$ cat config.mk
export PLATFORM = sky130hd
export DESIGN_NAME = dmr_channel
export DESIGN_NICKNAME = d
export VERILOG_FILES = /design/src/rtl/dmr_pkg.sv /design/src/rtl/dmr_regs.sv /design/src/rtl/dmr_engine.sv /design/src/rtl/dmr_channel.sv
export SDC_FILE = /design/constraint.sdc
export NUM_CORES = 1
export LEC_CHECK = 0
export BUFFER_PORTS_ARGS = -buffer_cell sky130_fd_sc_hd__buf_2
export CORE_MARGIN = 2
export CORE_UTILIZATION = 42
export CTS_BUF_LIST = sky130_fd_sc_hd__clkbuf_8
export DETAILED_ROUTE_END_ITERATION = 7
export PLACE_DENSITY = 0.71
export REMOVE_ABC_BUFFERS = 1
export SETUP_SLACK_MARGIN = 0.15
export SYNTH_ARGS = -nofsm -noshare
export SYNTH_HDL_FRONTEND = slang
export SYNTH_SLANG_ARGS = --single-unit
export TNS_END_PERCENT = 20
$ cat constraint.sdc
create_clock -name clk -period 5.82 [get_ports clk]
set_input_delay 1.164 -clock clk [delete_from_list [all_inputs] [get_ports clk]]
set_output_delay 1.164 -clock clk [all_outputs]
set_load 0.01 [all_outputs]
$ cat src/rtl/dmr_pkg.sv
package dmr_pkg;

    localparam int ADDR_W    = 36;
    localparam int HI_ADDR_W = ADDR_W - 32;
    localparam int IDX_W     = 17;
    localparam int LEN_W     = 14;
    localparam int LEN_LSB   = 46;
    localparam int IRQ_BIT   = 59;
    localparam int WORD_SH   = 3;   // 8-byte words per 64-byte unit = 2**3

    localparam logic [3:0] KIND_COPY   = 4'd1;
    localparam logic [3:0] KIND_STATUS = 4'd2;

    localparam logic [7:0] OFF_CTRL  = 8'h00;
    localparam logic [7:0] OFF_HEAD  = 8'h04;
    localparam logic [7:0] OFF_TAIL  = 8'h08;
    localparam logic [7:0] OFF_RLO   = 8'h14;
    localparam logic [7:0] OFF_RHI   = 8'h18;
    localparam logic [7:0] OFF_STAT  = 8'h20;
    localparam logic [7:0] OFF_ERR   = 8'h2C;
    localparam logic [7:0] OFF_EMSK  = 8'h30;

    typedef enum logic [3:0] {
        ST_IDLE,
        ST_F0_REQ,
        ST_F0_WAIT,
        ST_F1_REQ,
        ST_F1_WAIT,
        ST_DECODE,
        ST_RD_REQ,
        ST_RD_WAIT,
        ST_WR_REQ,
        ST_STS_REQ,
        ST_RETIRE
    } eng_state_e;

    typedef struct packed {
        logic [3:0] kind;
        logic       irq_req;
    } desc_ctl_t;

    function automatic logic [IDX_W-1:0] ring_next(input logic [IDX_W-1:0] idx,
                                                    input logic [IDX_W-1:0] size);
        logic [IDX_W-1:0] inc;
        inc = idx + 1'b1;
        return (inc == size) ? '0 : inc;
    endfunction

endpackage

$ cat src/rtl/dmr_regs.sv
module dmr_regs
    import dmr_pkg::*;
(
    input  logic                 clk,
    input  logic                 rst,
    input  logic                 chan_en,
    input  logic                 reg_wr,
    input  logic [7:0]           reg_addr,
    input  logic [31:0]          reg_wdata,
    output logic [31:0]          reg_rdata,
    input  logic                 eng_busy,
    input  logic                 eng_retire,
    input  logic                 eng_bad_kind,
    output logic [IDX_W-1:0]     head_q,
    output logic [IDX_W-1:0]     tail_q,
    output logic [IDX_W-1:0]     ring_size_q,
    output logic [ADDR_W-1:0]    ring_base,
    output logic                 err_any,
    output logic [1:0]           irq_mask
);

    logic [31:0]          ring_lo_q;
    logic [HI_ADDR_W-1:0] ring_hi_q;
    logic [IDX_W-1:0]     cnt_q;
    logic [1:0]           err_q;
    logic [31:0]          emsk_q;
    logic [1:0]           mask_q;

    logic wr_head, wr_rhi, wr_err, head_same;
    logic [1:0] err_set, err_clr;
    logic quiesced;

    assign wr_head   = reg_wr && (reg_addr == OFF_HEAD);
    assign wr_rhi    = reg_wr && (reg_addr == OFF_RHI);
    assign wr_err    = reg_wr && (reg_addr == OFF_ERR);
    assign head_same = wr_head && (reg_wdata[IDX_W-1:0] == head_q);

    always_comb begin
        err_set = {eng_bad_kind, head_same};
        err_clr = wr_err ? reg_wdata[1:0] : 2'b00;
    end

    assign ring_base = {ring_hi_q, ring_lo_q};
    assign err_any   = |err_q;
    assign irq_mask  = mask_q;
    assign quiesced  = !chan_en && !eng_busy;

    always_ff @(posedge clk) begin
        if (rst) begin
            head_q      <= '0;
            tail_q      <= '0;
            ring_size_q <= '0;
            ring_lo_q   <= '0;
            ring_hi_q   <= '0;
            cnt_q       <= '0;
            err_q       <= '0;
            emsk_q      <= '0;
            mask_q      <= '0;
        end else begin
            err_q <= (err_q & ~err_clr) | err_set;
            if (eng_retire) begin
                tail_q <= ring_next(tail_q, ring_size_q);
                cnt_q  <= cnt_q + 1'b1;
            end
            if (wr_head && !head_same)
                head_q <= reg_wdata[IDX_W-1:0];
            if (reg_wr && reg_addr == OFF_CTRL)
                mask_q <= reg_wdata[25:24];
            if (reg_wr && reg_addr == OFF_RLO)
                ring_lo_q <= reg_wdata;
            if (reg_wr && reg_addr == OFF_EMSK)
                emsk_q <= reg_wdata;
            if (wr_rhi) begin
                ring_size_q <= reg_wdata[4 +: IDX_W];
                ring_hi_q   <= reg_wdata[HI_ADDR_W-1:0];
                head_q      <= '0;
                tail_q      <= '0;
            end
        end
    end

    always_comb begin
        case (reg_addr)
            OFF_CTRL: reg_rdata = {6'b0, mask_q, 24'b0};
            OFF_HEAD: reg_rdata = {{(32-IDX_W){1'b0}}, head_q};
            OFF_TAIL: reg_rdata = {{(32-IDX_W){1'b0}}, tail_q};
            OFF_RLO:  reg_rdata = ring_lo_q;
            OFF_RHI:  reg_rdata = {{(28-IDX_W){1'b0}}, ring_size_q, ring_hi_q};
            OFF_STAT: reg_rdata = {1'b0, err_any, quiesced, eng_busy,
                                   {(28-IDX_W){1'b0}}, cnt_q};
            OFF_ERR:  reg_rdata = {30'b0, err_q};
            OFF_EMSK: reg_rdata = emsk_q;
            default:  reg_rdata = '0;
        endcase
    end

    // the tail moves only when a descriptor retires or the ring is reprogrammed
    assert_tail_only_on_retire_R6: assert property (@(posedge clk) disable iff (rst)
        (!eng_retire && !wr_rhi) |=> $stable(tail_q));

    // rewriting the current head value flags overrun and keeps head
    assert_same_head_flags_R7: assert property (@(posedge clk) disable iff (rst)
        head_same |=> (err_q[0] && $stable(head_q)));

endmodule

$ cat src/rtl/dmr_engine.sv
module dmr_engine
    import dmr_pkg::*;
(
    input  logic                 clk,
    input  logic                 rst,
    input  logic                 enable,
    input  logic                 err_any,
    input  logic [IDX_W-1:0]     head,
    input  logic [IDX_W-1:0]     tail,
    input  logic [IDX_W-1:0]     ring_size,
    input  logic [ADDR_W-1:0]    ring_base,
    output logic                 mem_req_valid,
    input  logic                 mem_req_ready,
    output logic                 mem_req_write,
    output logic [ADDR_W-1:0]    mem_req_addr,
    output logic [63:0]          mem_req_wdata,
    input  logic                 mem_rsp_valid,
    input  logic [63:0]          mem_rsp_data,
    output logic                 busy,
    output logic                 retire,
    output logic                 bad_kind,
    output logic                 irq_evt
);

    localparam int CNT_W = LEN_W + WORD_SH;

    eng_state_e           st_q, st_nx;
    logic [63:0]          w0_q;
    desc_ctl_t            dsc_q;
    logic [ADDR_W-1:0]    src_q, dst_q;
    logic [CNT_W-1:0]     left_q;
    logic [ADDR_W-1:0]    desc_addr;
    logic [LEN_W-1:0]     copy_len;

    assign desc_addr = ring_base + ADDR_W'({tail, 4'b0000});
    assign copy_len  = w0_q[LEN_LSB +: LEN_W];
    assign busy      = (st_q != ST_IDLE);
    assign irq_evt   = (st_q == ST_RETIRE) && (dsc_q.kind == KIND_STATUS) && dsc_q.irq_req;
    assign mem_req_wdata = w0_q;

    always_comb begin
        st_nx         = st_q;
        mem_req_valid = 1'b0;
        mem_req_write = 1'b0;
        mem_req_addr  = desc_addr;
        retire        = 1'b0;
        bad_kind      = 1'b0;
        case (st_q)
            ST_IDLE:
                if (enable && !err_any && (ring_size != '0) && (head != tail))
                    st_nx = ST_F0_REQ;
            ST_F0_REQ: begin
                mem_req_valid = 1'b1;
                if (mem_req_ready) st_nx = ST_F0_WAIT;
            end
            ST_F0_WAIT:
                if (mem_rsp_valid) st_nx = ST_F1_REQ;
            ST_F1_REQ: begin
                mem_req_valid = 1'b1;
                mem_req_addr  = desc_addr + ADDR_W'(8);
                if (mem_req_ready) st_nx = ST_F1_WAIT;
            end
            ST_F1_WAIT:
                if (mem_rsp_valid) st_nx = ST_DECODE;
            ST_DECODE:
                case (dsc_q.kind)
                    KIND_COPY:   st_nx = (copy_len == '0) ? ST_RETIRE : ST_RD_REQ;
                    KIND_STATUS: st_nx = ST_STS_REQ;
                    default: begin
                        bad_kind = 1'b1;
                        st_nx    = ST_IDLE;
                    end
                endcase
            ST_RD_REQ: begin
                mem_req_valid = 1'b1;
                mem_req_addr  = src_q;
                if (mem_req_ready) st_nx = ST_RD_WAIT;
            end
            ST_RD_WAIT:
                if (mem_rsp_valid) st_nx = ST_WR_REQ;
            ST_WR_REQ: begin
                mem_req_valid = 1'b1;
                mem_req_write = 1'b1;
                mem_req_addr  = dst_q;
                if (mem_req_ready)
                    st_nx = (left_q == CNT_W'(1)) ? ST_RETIRE : ST_RD_REQ;
            end
            ST_STS_REQ: begin
                mem_req_valid = 1'b1;
                mem_req_write = 1'b1;
                mem_req_addr  = dst_q;
                if (mem_req_ready) st_nx = ST_RETIRE;
            end
            ST_RETIRE: begin
                retire = 1'b1;
                st_nx  = ST_IDLE;
            end
            default: st_nx = ST_IDLE;
        endcase
    end

    always_ff @(posedge clk) begin
        if (rst) begin
            st_q   <= ST_IDLE;
            w0_q   <= '0;
            dsc_q  <= '0;
            src_q  <= '0;
            dst_q  <= '0;
            left_q <= '0;
        end else begin
            st_q <= st_nx;
            case (st_q)
                ST_F0_WAIT:
                    if (mem_rsp_valid) w0_q <= mem_rsp_data;
                ST_F1_WAIT:
                    if (mem_rsp_valid) begin
                        dsc_q.kind    <= mem_rsp_data[63:60];
                        dsc_q.irq_req <= mem_rsp_data[IRQ_BIT];
                        dst_q         <= mem_rsp_data[ADDR_W-1:0];
                    end
                ST_DECODE: begin
                    src_q  <= w0_q[ADDR_W-1:0];
                    left_q <= {copy_len, {WORD_SH{1'b0}}};
                end
                ST_RD_WAIT:
                    if (mem_rsp_valid) w0_q <= mem_rsp_data;
                ST_WR_REQ:
                    if (mem_req_ready) begin
                        src_q  <= src_q + ADDR_W'(8);
                        dst_q  <= dst_q + ADDR_W'(8);
                        left_q <= left_q - 1'b1;
                    end
                default: ;
            endcase
        end
    end

    // a stalled request keeps its address and direction
    assert_req_hold_R11: assert property (@(posedge clk) disable iff (rst)
        (mem_req_valid && !mem_req_ready) |=>
            (mem_req_valid && $stable(mem_req_addr) && $stable(mem_req_write)));

    // an idle, disabled channel issues nothing next cycle
    assert_no_fetch_disabled_R9: assert property (@(posedge clk) disable iff (rst)
        (!busy && !enable) |=> !mem_req_valid);

    // an interrupt event follows an accepted write
    assert_irq_after_write_R4: assert property (@(posedge clk) disable iff (rst)
        irq_evt |-> $past(mem_req_valid && mem_req_ready && mem_req_write));

    // an unknown type does not retire and issues no request next cycle
    assert_bad_kind_stops_R8: assert property (@(posedge clk) disable iff (rst)
        bad_kind |=> (!mem_req_valid && !retire));

endmodule

$ cat src/rtl/dmr_channel.sv
module dmr_channel
    import dmr_pkg::*;
#(
    parameter bit OWNER_HOST = 1'b0
) (
    input  logic                 clk,
    input  logic                 rst,
    input  logic                 chan_en,
    input  logic                 reg_wr,
    input  logic [7:0]           reg_addr,
    input  logic [31:0]          reg_wdata,
    output logic [31:0]          reg_rdata,
    output logic                 mem_req_valid,
    input  logic                 mem_req_ready,
    output logic                 mem_req_write,
    output logic [ADDR_W-1:0]    mem_req_addr,
    output logic [63:0]          mem_req_wdata,
    input  logic                 mem_rsp_valid,
    input  logic [63:0]          mem_rsp_data,
    output logic                 irq
);

    logic [IDX_W-1:0]  head, tail, ring_size;
    logic [ADDR_W-1:0] ring_base;
    logic              err_any, busy, retire, bad_kind, irq_evt, mask_sel;
    logic [1:0]        irq_mask;

    dmr_regs u_regs (
        .clk          (clk),
        .rst          (rst),
        .chan_en      (chan_en),
        .reg_wr       (reg_wr),
        .reg_addr     (reg_addr),
        .reg_wdata    (reg_wdata),
        .reg_rdata    (reg_rdata),
        .eng_busy     (busy),
        .eng_retire   (retire),
        .eng_bad_kind (bad_kind),
        .head_q       (head),
        .tail_q       (tail),
        .ring_size_q  (ring_size),
        .ring_base    (ring_base),
        .err_any      (err_any),
        .irq_mask     (irq_mask)
    );

    dmr_engine u_engine (
        .clk           (clk),
        .rst           (rst),
        .enable        (chan_en),
        .err_any       (err_any),
        .head          (head),
        .tail          (tail),
        .ring_size     (ring_size),
        .ring_base     (ring_base),
        .mem_req_valid (mem_req_valid),
        .mem_req_ready (mem_req_ready),
        .mem_req_write (mem_req_write),
        .mem_req_addr  (mem_req_addr),
        .mem_req_wdata (mem_req_wdata),
        .mem_rsp_valid (mem_rsp_valid),
        .mem_rsp_data  (mem_rsp_data),
        .busy          (busy),
        .retire        (retire),
        .bad_kind      (bad_kind),
        .irq_evt       (irq_evt)
    );

    generate
        if (OWNER_HOST) begin : g_host_mask
            assign mask_sel = irq_mask[1];
        end else begin : g_dev_mask
            assign mask_sel = irq_mask[0];
        end
    endgenerate

    assign irq = irq_evt && !mask_sel;

    // a masked channel never raises the interrupt line
    assert_mask_blocks_irq_R5: assert property (@(posedge clk) disable iff (rst)
        mask_sel |-> !irq);

endmodule

# Word-level counts from Yosys, hierarchy flattened
# Cells that the tools add are included.
# Widths: inputs -> output; s select.
# op_classes
addsub	7
n_eq_ne	32
mux	29
bitwise_logic	3
reduce_logical	38
# op_table
op	n
$pmux 32 s8	1
$pmux 36 s2	2
$add 36x4->36 const B	3
$mux 36	3
$pmux 36 s3	1
$mux 4	11
$pmux 4 s10	1
$add 36x21->36	1
$add 17x1->17 const B	2
$eq 17x17->1	2
$mux 17	2
$pmux 17 s2	1
$eq 8x6->1 const B	3
$eq 17x1->1 const B	1
$ne 17x17->1	1
$reduce_bool 17->1	1
$sub 17x1->17 const B	1
$eq 4x3->1 const B	4
$eq 8x5->1 const B	2
$ne 2x2->1 const B	8
$logic_and 1x1->1	15
$logic_not 14->1	1
$eq 4x2->1 const B	3
$eq 4x4->1 const B	3
20 further kinds	36
# totals
regBits	302
input_bits	110
output_inout_bits	135
wordCells	125

# Logic depth before layout (Yosys ltp)
# logic_depth
word_depth	7
ltp_mapped	14

# Hierarchy
# A second synthesis with hierarchy kept.
# unflattened
hier_cells	2432
hier_area_um2	17954.7
# modules_own_cells
mod	n_inst	cells_each	area_per_inst_um2	seq_area_each_um2
dmr_engine	1	1577	11098.1	3243.1
dmr_regs	1	854	6842.8	2802.7
dmr_channel	1	1	13.8	0.0

# Worst setup path after synthesis
# Ideal clock, no wire load.
# synth_timing
path_type	flip-flop to output port
startpoint	register u_regs.tail_q[0]
endpoint	output port mem_req_addr[31]
t_arrival_ps	3509
required_ps	4656
slack_ps	1147
stages_incl_launch_ff	14
cell_sequence	dfxtp_1 > ha_1 > fa_1 > a21o_1 > a221oi_2 > o31a_1 > xnor2_1 > nor2b_1 > nand3_1 > or3_1 > buf_2 > nor3_4 > nor2_1 > a211oi_1
# synth_via
elab_chain_cells	3
# synth_lines
element	line_no	source
start: declaration	dmr_regs.sv:15	output logic [IDX_W-1:0] tail_q,
start signal: assignment	dmr_regs.sv:62	tail_q <= ring_next(tail_q, ring_size_q);
$add 36x21->36 (*)	dmr_engine.sv:35	assign desc_addr = ring_base + ADDR_W'({tail, 4'b0000});
$add 36x4->36	dmr_engine.sv:60	mem_req_addr = desc_addr + ADDR_W'(8);
$pmux 36 s3 (*)	dmr_engine.sv:48	case (st_q)
end: declaration	dmr_channel.sv:16	output logic [ADDR_W-1:0] mem_req_addr,
# Mark *: on every way between the ends. The rest lies on a longest branch, timed or not.

# Final worst setup path
# layout_timing
startpoint	register u_regs.tail_q[0]
endpoint	output port mem_req_addr[24]
# Same word-level chain as after synthesis.

==> metrics.csv <==
stage,metric,value,unit
timing,max_freq,179.0,MHz
placement,dpl_worst_slack,0.3486,ns
routing,ant_nets,0,
routing,vias,18872,
logic_synthesis,yosys-top-cells-area,"dfxtp_1 34%, nand2_1 11%, a21oi_1 9.3%",
pwr,peakVddDrop,0.1812,mV
clock_tree,clock_latency,0.66,ns
final_layout,area_delta_synth_final,17.05,%
logic_synthesis,synth_compound_area_frac,0.2325,
timing,worstMarginPinSlew,1.275,ns
placement,portBuffers,244,
clock_tree,cts_root_buffer,clkbuf_8,
timing,rsz0062_at_grt,true,
logic_synthesis,synth_seq_cells,302,
timing,worst_slack,0.2343,ns
global_routing,grt_overflow_total,0,
logic_synthesis,synthMuxAreaShare,0.03044,
logic_synthesis,synth-simple-area-share,0.2673,
logic_synthesis,synth_top_cell_by_area,dfxtp_1,
final_layout,most-common-layout-cells,"515 x nand2_1, 322 x a21oi_1, 292 x dfxtp_1",
clock_tree,cts_tree,done,
clock_tree,htree_levels,2,
global_routing,grt.total_usage,0.2748,
logic_synthesis,ys_warn_count,0,
routing,drc,0,
floorplanning,dieWidth,208.9,um
logic_synthesis,synth.yosys.seq_area_share,0.3429,
pwr,finalPower,4.922,mW
global_routing,grt_pass1_wl,96430,um
run_status,run_status,completed,
logic_synthesis,synth_cell_types,86,
floorplanning,die-area,0.04363,mm^2
setup_path,cp-start-kind,register,
global_routing,antenna_found_initial,1,
final_layout,instances_no_fill,3155,
clock_tree,path_clk_slew,0.06,ns
timing,drv_slew,0,
floorplanning,initial_core_util,0.4232,
pwr,p_leak,7.840,nW
global_routing,grt_pass1_vias,17237,
floorplanning,core_area,0.04167,mm^2
floorplanning,core.rowCount,75,
logic_synthesis,synth_top_area_frac,0.3429,
logic_synthesis,synth_xor_area_frac,0.06486,
logic_synthesis,mappedNetlistArea,0.01763,mm^2
flow_run,maxCapViolCount,0,
logic_synthesis,syn_avg_cell_area,7.313,um^2
pwr,p_per_area,238.5,mW/mm^2
timing,period_minus_slack,5.586,ns
routing,drt_iter0_drc,2106,
placement,dp.cells,3044,
clock_tree,cts.sinks,302,
logic_synthesis,synthAdderAreaFrac,0.01817,
logic_synthesis,synth_flop_cell,dfxtp_1,
setup_path,path_class,register to output pin,
final_layout,layout_commonest_cell,nand2_1,
timing,setup_viol,0,
routing,routed_wl,62350,um
routing,wl_per_cell,19.76,um
placement,dp_hpwl,44180,um
timing,maxSlewHeadroom,0.1503,
logic_synthesis,synth_top_family_by_area,simple AND/OR/NAND/NOR gates,
setup_path,critPathCaptureType,output pin,
final_layout,drive_above_1_share,0.1824,
timing,fin_skew,0.03578,ns
timing,fin_setup_tns,0,ns
min_path,holdCritPathClass,register to register,
setup_path,cp.arrival,4.42,ns
setup_path,worstPathRequired,4.66,ns
clock_tree,cts.path.max_buffers,3,
logic_synthesis,synthCells,2411,
timing,hold_viol,0,
final_layout,nNetsFinal,2710,
floorplanning,fp.dieH,208.9,um
logic_synthesis,synthArstFlopShare,0,
logic_synthesis,synth_edf_count,0,
global_routing,grt_start_max_net_pins,134,
placement,place_congestion,0.9662,
routing,dr.pass1.iters,6,
setup_path,cp_max_fo,5,
floorplanning,ios,245,
routing,viasPerCell,5.982,
clock_tree,cts_buffers,54,
timing,period_share,0.9597,
[critical path, cell delays in order, from the launching register on]
cell	delay, ns
dfxtp_1	0.34
ha_4	0.19
fa_2	0.37
a21o_1	0.21
a221oi_4	0.29
buf_6	0.16
o31a_1	0.29
xnor2_2	0.17
nor2b_4	0.18
nand3_1	0.10
buf_4	0.17
nor3_1	0.36
nand2_1	0.12
xor2_1	0.15
o21ai_0	0.41
buf_2	0.23
[cell usage after synthesis (all sizes together), types with 14 or more instances]
| library cell | number |
|---|---|
| mux2 | 21 |
| a221oi | 14 |
| nor3 | 58 |
| clkbuf | 156 |
| nor2b | 14 |
| a22oi | 62 |
| and3 | 35 |
| nand2 | 516 |
| dfxtp | 302 |
| a211oi | 19 |
| mux2i | 30 |
| or3 | 20 |
| inv | 20 |
| nor2 | 193 |
| nand3 | 78 |
| nor4 | 28 |
| nand4 | 33 |
| o21ai | 118 |
| buf | 23 |
| a222oi | 29 |
| ha | 24 |
| a21oi | 328 |
| xor2 | 67 |
| xnor2 | 61 |
[final timing paths]
kind	start	end	slack (ns)	depth (start not counted)
min reg2reg	u_regs.emsk_q[12]	u_regs.emsk_q[12]	0.45	2
max reg2reg	u_regs.tail_q[0]	u_regs.tail_q[5]	2.12	12
max	u_regs.tail_q[0]	mem_req_addr[24]	0.23	15
min	u_regs.emsk_q[12]	u_regs.emsk_q[12]	0.45	2
[where the power goes]
group | switching [mW] | internal [mW]
clock network | 0.948 | 1.21
registers | 0.0931 | 2.14
logic | 0.346 | 0.186
[registers in the layout, summed over array words and instances (netlist names)]
name and count:
u_regs.head_q 17, u_regs.ring_lo_q 32, u_engine.dst_q 36, u_regs.irq_mask 2
u_regs.ring_size_q 17, u_regs.ring_hi_q 4, u_regs.tail_q 17, u_engine.mem_req_wdata 64
u_engine.dsc_q 5, u_engine.left_q 17, u_regs.err_q 2, u_engine.st_q 4
u_regs.emsk_q 32, u_engine.src_q 36, u_regs.cnt_q 17
[area by class of cell]
type / instances / area (um^2)
fillers: 4117 / 21030
diodes: 1 / 2.502
inverters: 20 / 75.07
repair buffers: 287 / 1569
clock buffers: 63 / 867.1
well taps: 539 / 674.4
multi-input cells: 1910 / 11100
clock inverters: 33 / 289.0
flip-flops and latches: 302 / 6058
[kinds of logic (layout without fill, tap and decap cells)]
group | count (synthesis) | in the layout
buffers and inverters | 199 | 403
XOR/XNOR | 128 | 128
AND/OR/NAND/NOR | 1042 | 1042
flip-flops | 302 | 302
other | 0 | 1
AO/OA/AOI/OAI | 664 | 664
multiplexers | 51 | 51
adder cells (fa/ha/maj) | 25 | 25
[what timing repair did]
item                       in CTS  in global routing
gates cloned                    0                  0
setup buffers                   3                 11
resized for setup              17                 37
pin swaps                       6                 15
hold buffers                    0                  0
setup endpoints to repair      13                 12
[metrics by stage]
step                      hold WS (ns)  utilization  cell area [um^2]
after floorplan                 0.4264            -             16930
after global placement          0.4384       0.4592             19130
after detailed placement        0.4433       0.4592             19130
after CTS                       0.4529       0.4896             20400
after global routing            0.4642       0.4953             20640
final                           0.4519       0.4953             20640
[routing by layer]
metal | vias to the layer above | global-route usage | part of all wire
met4 | 0 | 0.1044 | 0.033
li1 | 8881 | - | -
met1 | 8982 | 0.3684 | 0.42
met3 | 131 | 0.04869 | 0.084
met5 | - | 0 | 0
met2 | 878 | 0.4410 | 0.46
(Power assumes the default switching activity.)
